[src/rtl/tcp_pkg.sv]
package tcp_pkg;
  localparam logic [7:0] OP_REG_WR = 8'h01;
  localparam logic [7:0] OP_I2C_WR = 8'h02;
  localparam logic [7:0] OP_I2C_RD = 8'h03;
  localparam logic [7:0] OP_SPI_WR = 8'h04;
  localparam logic [7:0] OP_SPI_RD = 8'h05;

  localparam int WORD_W  = 32;
  localparam int OPC_W   = 8;
  localparam int RES_W   = WORD_W - OPC_W;
  localparam int NARG    = 2;
  localparam int IDX_W   = $clog2(NARG + 1);

  typedef enum logic [2:0] {
    ST_STAMP, ST_HEAD, ST_ARG, ST_HOLD, ST_REQ, ST_RESP, ST_REPLY
  } state_t;

  typedef struct packed {
    logic known;
    logic is_reg;
    logic spi;
    logic rd;
  } op_class_t;
endpackage

[src/rtl/tcp_op_decode.sv]
module tcp_op_decode
  import tcp_pkg::*;
(
  input  logic [OPC_W-1:0] opcode,
  output op_class_t        cls
);
  always_comb begin
    cls = '0;
    unique case (opcode)
      OP_REG_WR: begin cls.known = 1'b1; cls.is_reg = 1'b1; end
      OP_I2C_WR: begin cls.known = 1'b1; end
      OP_I2C_RD: begin cls.known = 1'b1; cls.rd = 1'b1; end
      OP_SPI_WR: begin cls.known = 1'b1; cls.spi = 1'b1; end
      OP_SPI_RD: begin cls.known = 1'b1; cls.spi = 1'b1; cls.rd = 1'b1; end
      default:   cls = '0;
    endcase
  end
endmodule

[src/rtl/tcp_time_gate.sv]
module tcp_time_gate #(
  parameter int TIME_W = 32
) (
  input  logic [TIME_W-1:0] now_time,
  input  logic [TIME_W-1:0] target,
  output logic              due
);
  logic [TIME_W-1:0] diff;
  always_comb begin
    diff = now_time - target;
    due  = ~diff[TIME_W-1];
  end
endmodule

[src/rtl/timed_cmd_parser.sv]
module timed_cmd_parser
  import tcp_pkg::*;
#(
  parameter int ADDR_W = 16,
  parameter int TIME_W = 32
) (
  input  logic                clk,
  input  logic                rst_n,
  input  logic [TIME_W-1:0]   now_time,
  input  logic                in_valid,
  output logic                in_ready,
  input  logic [WORD_W-1:0]   in_data,
  input  logic                in_last,
  output logic                reg_wr_en,
  output logic [ADDR_W-1:0]   reg_addr,
  output logic [WORD_W-1:0]   reg_wdata,
  output logic                ser_req_valid,
  input  logic                ser_req_ready,
  output logic                ser_req_spi,
  output logic                ser_req_rd,
  output logic [WORD_W-1:0]   ser_req_addr,
  output logic [WORD_W-1:0]   ser_req_data,
  input  logic                ser_done_valid,
  input  logic [RES_W-1:0]    ser_done_data,
  output logic                rpl_valid,
  input  logic                rpl_ready,
  output logic [WORD_W-1:0]   rpl_data,
  output logic                err_sticky
);
  state_t             state_q, after_op;
  logic [TIME_W-1:0]  stamp_q;
  logic [OPC_W-1:0]   op_q;
  logic [7:0]         left_q;
  logic [IDX_W-1:0]   idx_q;
  logic [WORD_W-1:0]  arg_q [NARG];
  logic               end_q;
  logic [WORD_W-1:0]  rpl_q;
  logic               due;
  logic               take;
  op_class_t          cls;

  tcp_op_decode u_dec (.opcode(op_q), .cls(cls));

  tcp_time_gate #(.TIME_W(TIME_W)) u_gate (
    .now_time(now_time), .target(stamp_q), .due(due));

  assign in_ready = (state_q == ST_STAMP) || (state_q == ST_HEAD) || (state_q == ST_ARG);
  assign take     = in_valid && in_ready;
  assign after_op = end_q ? ST_STAMP : ST_HEAD;

  assign ser_req_valid = (state_q == ST_REQ);
  assign ser_req_spi   = cls.spi;
  assign ser_req_rd    = cls.rd;
  assign ser_req_addr  = arg_q[0];
  assign ser_req_data  = cls.rd ? '0 : arg_q[1];
  assign rpl_valid     = (state_q == ST_REPLY);
  assign rpl_data      = rpl_q;

  always_ff @(posedge clk) begin
    if (!rst_n) begin
      state_q    <= ST_STAMP;
      stamp_q    <= '0;
      op_q       <= '0;
      left_q     <= '0;
      idx_q      <= '0;
      end_q      <= 1'b0;
      rpl_q      <= '0;
      err_sticky <= 1'b0;
      reg_wr_en  <= 1'b0;
      reg_addr   <= '0;
      reg_wdata  <= '0;
      for (int k = 0; k < NARG; k++) arg_q[k] <= '0;
    end else begin
      reg_wr_en <= 1'b0;
      unique case (state_q)
        ST_STAMP: if (take) begin
          stamp_q <= in_data[TIME_W-1:0];
          state_q <= in_last ? ST_STAMP : ST_HEAD;
        end
        ST_HEAD: if (take) begin
          op_q   <= in_data[WORD_W-1 -: OPC_W];
          left_q <= in_data[7:0];
          idx_q  <= '0;
          end_q  <= in_last;
          for (int k = 0; k < NARG; k++) arg_q[k] <= '0;
          state_q <= (in_data[7:0] == 8'd0 || in_last) ? ST_HOLD : ST_ARG;
        end
        ST_ARG: if (take) begin
          for (int k = 0; k < NARG; k++)
            if (idx_q == IDX_W'(k)) arg_q[k] <= in_data;
          if (idx_q < IDX_W'(NARG)) idx_q <= idx_q + 1'b1;
          left_q <= left_q - 8'd1;
          end_q  <= in_last;
          if (left_q == 8'd1 || in_last) state_q <= ST_HOLD;
        end
        ST_HOLD: begin
          if (!cls.known) begin
            err_sticky <= 1'b1;
            state_q    <= after_op;
          end else if (due) begin
            if (cls.is_reg) begin
              reg_wr_en <= 1'b1;
              reg_addr  <= arg_q[0][ADDR_W-1:0];
              reg_wdata <= arg_q[1];
              state_q   <= after_op;
            end else begin
              state_q <= ST_REQ;
            end
          end
        end
        ST_REQ: if (ser_req_ready) state_q <= ST_RESP;
        ST_RESP: if (ser_done_valid) begin
          if (cls.rd) begin
            rpl_q   <= {op_q, ser_done_data};
            state_q <= ST_REPLY;
          end else begin
            state_q <= after_op;
          end
        end
        ST_REPLY: if (rpl_ready) state_q <= after_op;
        default: state_q <= ST_STAMP;
      endcase
    end
  end
endmodule

[config.mk]
export PLATFORM = sky130hd
export DESIGN_NAME = timed_cmd_parser
export DESIGN_NICKNAME = d
export VERILOG_FILES = /design/src/rtl/tcp_pkg.sv /design/src/rtl/tcp_op_decode.sv /design/src/rtl/tcp_time_gate.sv /design/src/rtl/timed_cmd_parser.sv
export SDC_FILE = /design/constraint.sdc
export NUM_CORES = 1
export LEC_CHECK = 0
export ABC_CLOCK_PERIOD_IN_PS = 5450
export BUFFER_PORTS_ARGS = -buffer_cell sky130_fd_sc_hd__buf_2
export CORE_UTILIZATION = 58
export CTS_BUF_LIST = sky130_fd_sc_hd__clkbuf_4
export DETAILED_ROUTE_END_ITERATION = 16
export GPL_TIMING_DRIVEN = 0
export PLACE_DENSITY = 0.83
export SYNTH_ARGS = -nofsm -noshare
export SYNTH_HDL_FRONTEND = slang
export SYNTH_SLANG_ARGS = --single-unit
export TNS_END_PERCENT = 10
[constraint.sdc]
create_clock -name clk -period 5.45 [get_ports clk]
set_input_delay 0 -clock clk [delete_from_list [all_inputs] [get_ports clk]]
set_output_delay 0 -clock clk [all_outputs]
set_load 0.01 [all_outputs]
---- Yosys cells after proc, flatten, opt, wreduce, memory -nomap -nowiden ----
Memory sizes are Yosys's and may differ from the RTL's.
Cells that the tools add are included.
operators by class
  $add $sub $neg .......................... 3
  order comparisons ....................... 1
  eq/ne operators ......................... 22
  multiplexer cells ....................... 47
  bitwise logic cells ..................... 8
  reductions and logical operators ........ 23
operators by type and width
  cell                   count
  $mux W32               5
  $mux W3                11
  $sub A32 B32 Y32       1
  $mux W1                23
  $pmux W3 S7            1
  $eq A8 B1 Y1 const B   2
  $eq A8 B2 Y1 const B   2
  $eq A8 B3 Y1 const B   2
  $mux W8                2
  $pmux W8 S2            1
  $eq A3 B3 Y1 const B   3
  $logic_not A8 Y1       1
  $ne A2 B1 Y1 const B   4
  $ne A2 B2 Y1 const B   4
  $reduce_and A2 Y1      4
  $reduce_and A4 Y1      2
  $reduce_and A8 Y1      1
  $sub A8 B1 Y8 const B  1
  $eq A3 B2 Y1 const B   2
  $mux W2                3
  $reduce_and A3 Y1      2
  $reduce_or A2 Y1       3
  $reduce_or A5 Y1       1
  $logic_or A1 B1 Y1     4
  other kinds (13)       19
storage, ports and cells
  bits in registers ....................... 136
  memory bits (writable) .................. 64
  logic and storage cells ................. 116
  memories ................................ 1
memories
  name   words  width  read ports  clocked after memory_dff  write ports  RTL line                text
  arg_q  2      32     2           0                         2            timed_cmd_parser.sv:35  logic [WORD_W-1:0] arg_q [NARG];

---- Longest topological paths before layout ----
  word-level depth ........................ 10
  gate-level depth with buffers ........... 11
  gate-level depth less buffers ........... 9

---- Cells and area by module ----
From an unflattened synthesis, not the netlist that was laid out.
second synthesis, totals
  cells, all modules ...................... 971
  area, all modules ....................... 8735.9 um^2
by module, submodules not included
  module            times used  cells an instance  area each (um^2)  sequential area each (um^2)
  timed_cmd_parser  1           851                7891.3            4644.5
  tcp_time_gate     1           112                779.5             0.0
  tcp_op_decode     1           8                  65.1              0.0

---- Least setup slack after synthesis ----
OpenSTA, ideal clock, no wires.
  path type ............................... register -> register
  start point ............................. register state_q[1]
  end point ............................... memory arg_q[0][0] (enable)
  library setup time ...................... 0.466 ns
  arrival time ............................ 3.191 ns
  data required time ...................... 4.984 ns
  slack ................................... 1.793 ns
  stages on the path, launching flop included .. 6
  buffers on the path ..................... 1
  path through ............................ dfxtp_1 buf_2 inv_1 nor2_1 a21oi_1 o21ai_0
RTL lines
  item                    RTL line                text
  from (decl)             timed_cmd_parser.sv:30  state_t state_q, after_op;
  from (signal assigned)  timed_cmd_parser.sv:78  state_q <= in_last ? ST_STAMP : ST_HEAD;
  from (signal assigned)  timed_cmd_parser.sv:86  state_q <= (in_data[7:0] == 8'd0 || in_last) ? ST_HOLD : ST_ARG;
  from (signal assigned)  timed_cmd_parser.sv:99  state_q <= after_op;
  to (decl)               timed_cmd_parser.sv:35

---- Worst setup path after layout ----
  start point ............................. register stamp_q[29]
  end point ............................... register reg_wdata[3], read port of arg_q
on the way
  longest elaborated chain between the ends .. 3
ends and longest elaborated chain
  item                                RTL line                text
  from (decl)                         timed_cmd_parser.sv:31  logic [TIME_W-1:0] stamp_q;
  from (signal assigned)              timed_cmd_parser.sv:77  stamp_q <= in_data[TIME_W-1:0];
  $sub A32 B32 Y32                    tcp_time_gate.sv:10     diff = now_time - target;
  $not A1 Y1 (no source line)         -
  $reduce_and A4 Y1 (no source line)  -
  to (decl)                           timed_cmd_parser.sv:16  output logic [WORD_W-1:0] reg_wdata,
Every way passes these cells.
A chain may end at the register's enable or synchronous reset.

==> results.json <==
{
  "design_area_mm2": 0.0115,
  "h-tree-depth": 4,
  "internal_power_mw": 2.11,
  "vias_per_cell": 5.39,
  "hpwlAfterDp_mm": 17.2,
  "final_cells": 1495,
  "maxSlewHeadroom": 0.395,
  "ios": 246,
  "core_mm2": 0.0148,
  "pwr-share-comb": 0.180,
  "clk_latency_ps": 610,
  "p_clk_frac": 0.272,
  "period_needed_ps": 3000,
  "power.density_mw_per_mm2": 265,
  "max_freq_mhz": 333,
  "drv_slew": 0,
  "num_vias": 8051,
  "fin_nets": 1426,
  "totalPowerFinal_mw": 3.03,
  "first_iter_violations": 661,
  "cp-end-kind": "register",
  "yosys_warnings": 0,
  "rsz0062_at_grt": "false",
  "hold_viol_final": 0,
  "cts_tree": "done",
  "drc": 0,
  "hp-class": "in -> reg",
  "post_cts_buffers": 0,
  "worst_pin_slew_ps": 900,
  "skew_ps": 25.8,
  "synth.yosys.seq_area_share": 0.521,
  "setup_viol": 0,
  "synthFlopType": "dfxtp_1",
  "cts.path.max_buffers": 2,
  "overflow": 0,
  "final-seq-area_mm2": 0.00464,
  "syn_nets": 1090,
  "grt_pass1_vias": 7766,
  "worstPathMaxFanout": 10,
  "ys_ff_latch": 200,
  "crit_arrival_ps": 3540,
  "syn_inst": 961,
  "start_util": 0.604,
  "ys_async_sr_fraction": 0,
  "setup_tns_ps": 0,
  "grt_max_degree": 29,
  "cts_resized": 0,
  "portBuffers": 244,
  "place_area_mm2": 0.0104,
  "synth-edff-count": 64,
  "num_rows": 44,
  "setup.worst_path.start_class": "register",
  "die_height_um": 126,
  "grt_pass1_wl_mm": 38.9,
  "synthToLayoutAreaGrowth_pct": 28.6,
  "synth_area_mm2": 0.00891,
  "dp_slack_ps": 2490,
  "drt-pass1-iter-count": 7,
  "clk_pin_slew_ps": 170,
  "cts_num_sinks": 200,
  "die-area_mm2": 0.0159,
  "sequentialPowerShare": 0.548,
  "grt_usage": 0.317,
  "synth.distinct_cells": 50,
  "nFillCells": 1018,
  "final_cell_mix": "buf_2, nand2_1, dfxtp_1",
  "drv_cap": 0,
  "drt_wl_total_mm": 25.0,
  "cts-root-buf": "clkbuf_4",
  "antenna_left": 0,
  "ctsHoldBuffers": 71,
  "final_common_cell": "buf_2",
  "drive_gt1_frac": 0.251,
  "antenna_found_initial": 1,
  "dpl.cell_count": 1391,
  "die_w_um": 126,
  "status": "finished, final reports clean",
  "switching_share": 0.305,
  "routabilityCongestion": 0.913,
  "fin_crit_sh": 0.551,
  "ir_worst_vdd_v": 0.000297,
  "crit_required_ps": 5990,
  "multiInputGateArea_mm2": 0.00368,
  "cts-buffers-inserted": 17,
  "crit_type": "reg -> reg",
  "p_switching_mw": 0.925,
  "syn_avg_cell_area_um2": 9.27,
  "wl_per_cell_um": 16.7,
  "leakage_nw": 5.29,
  "layout_setup_ws_ps": 2450
}
==> cells by family after synthesis <==
logic type,count (synthesis),synth area share
multiplexers,57,0.0642
adder cells (fa/ha/maj),34,0.0478
XOR/XNOR,4,0.00393
flip-flops,200,0.521
buffers and inverters,122,0.0685
AND/OR/NAND/NOR,408,0.209
AO/OA/AOI/OAI,136,0.0850
==> flip-flops by register name, summed over array words and instances (netlist names) <==
signal      cells
reg_wr_en       1
rpl_data       32
left_q          8
reg_addr       16
state_q         3
end_q           1
stamp_q        32
reg_wdata      32
arg_q          64
err_sticky      1
idx_q           2
op_q            8
==> metal layers <==
layer | wire [µm] | vias to the layer above | GRT usage
met5 | 0 | - | 0
met2 | 12100 | 352 | 0.534
li1 | - | 3842 | -
met3 | 1710 | 85 | 0.0573
met4 | 831 | 0 | 0.140
met1 | 10400 | 3772 | 0.400
==> final cells by class <==
| cell class | instances | area share |
|---|---|---|
| clock inverter | 15 | 0.0158 |
| clock buffer | 17 | 0.0111 |
| tap | 184 | 0.0201 |
| inverter | 39 | 0.0128 |
| buffer | 83 | 0.0405 |
| antenna | 1 | 0.000219 |
| timing repair buffer | 317 | 0.173 |
| multi-input combinational | 639 | 0.321 |
| sequential | 200 | 0.406 |
==> power by group through the flow <==
stage / clock, mW / sequential [mW] / combinational [mW]
3_5_place_dp: 0 / 1.69 / 0.492
5_1_grt: 0.889 / 1.67 / 0.599
2_1_floorplan: 0 / 1.68 / 0.318
3_3_place_gp: 0 / 1.69 / 0.470
6_report: 0.826 / 1.66 / 0.546
4_1_cts: 0.827 / 1.66 / 0.533
==> cells in the mapped netlist (4+ instances only) <==
master	n	area share
nand2_1	243	0.10
dfxtp_1	136	0.31
a21oi_1	97	0.054
and2_1	70	0.049
edfxtp_1	64	0.22
mux2i_1	56	0.063
clkbuf_1	40	0.017
nor2_1	40	0.017
inv_1	37	0.016
ha_1	34	0.048
buf_4	32	0.027
o21ai_0	16	0.0090
nor3_1	12	0.0067
buf_2	8	0.0045
nor2b_1	6	0.0042
and3_1	5	0.0035
nand2b_1	5	0.0035
nand3_1	5	0.0028
a211oi_1	4	0.0034
nor4_1	4	0.0028
o22ai_1	4	0.0028
==> per-stage QoR <==
step / hold slack (ps) / util
final: 120 / 0.776
after global routing: 137 / 0.776
after CTS: 83.9 / 0.776
after detailed placement: 245 / 0.707
after global placement: 240 / 0.702
after floorplan: 136 / -
==> path summary, 6_finish.rpt <==
path | endpoint | slack [ps] | from | cells after the start
setup / recovery | reg_wdata[3] | 2450 | stamp_q[29] | 11
hold / removal | state_q[2] | 120 | ser_req_ready | 6
setup reg to reg | reg_wdata[3] | 2450 | stamp_q[29] | 11
hold reg to reg | rpl_data[12] | 460 | rpl_data[12] | 2
==> worst max-delay path, stage by stage (launching register included) <==
cell and delay [ps]:
dfxtp_1 370, inv_1 40, ha_1 300, nand4_1 160, nor4_1 520, a221oi_1 150
nand3_1 250, a2111oi_4 80, a221oi_2 410, buf_6 240, buf_6 200, mux2i_1 200
Note: power is estimated with default switching activity, not from simulation.
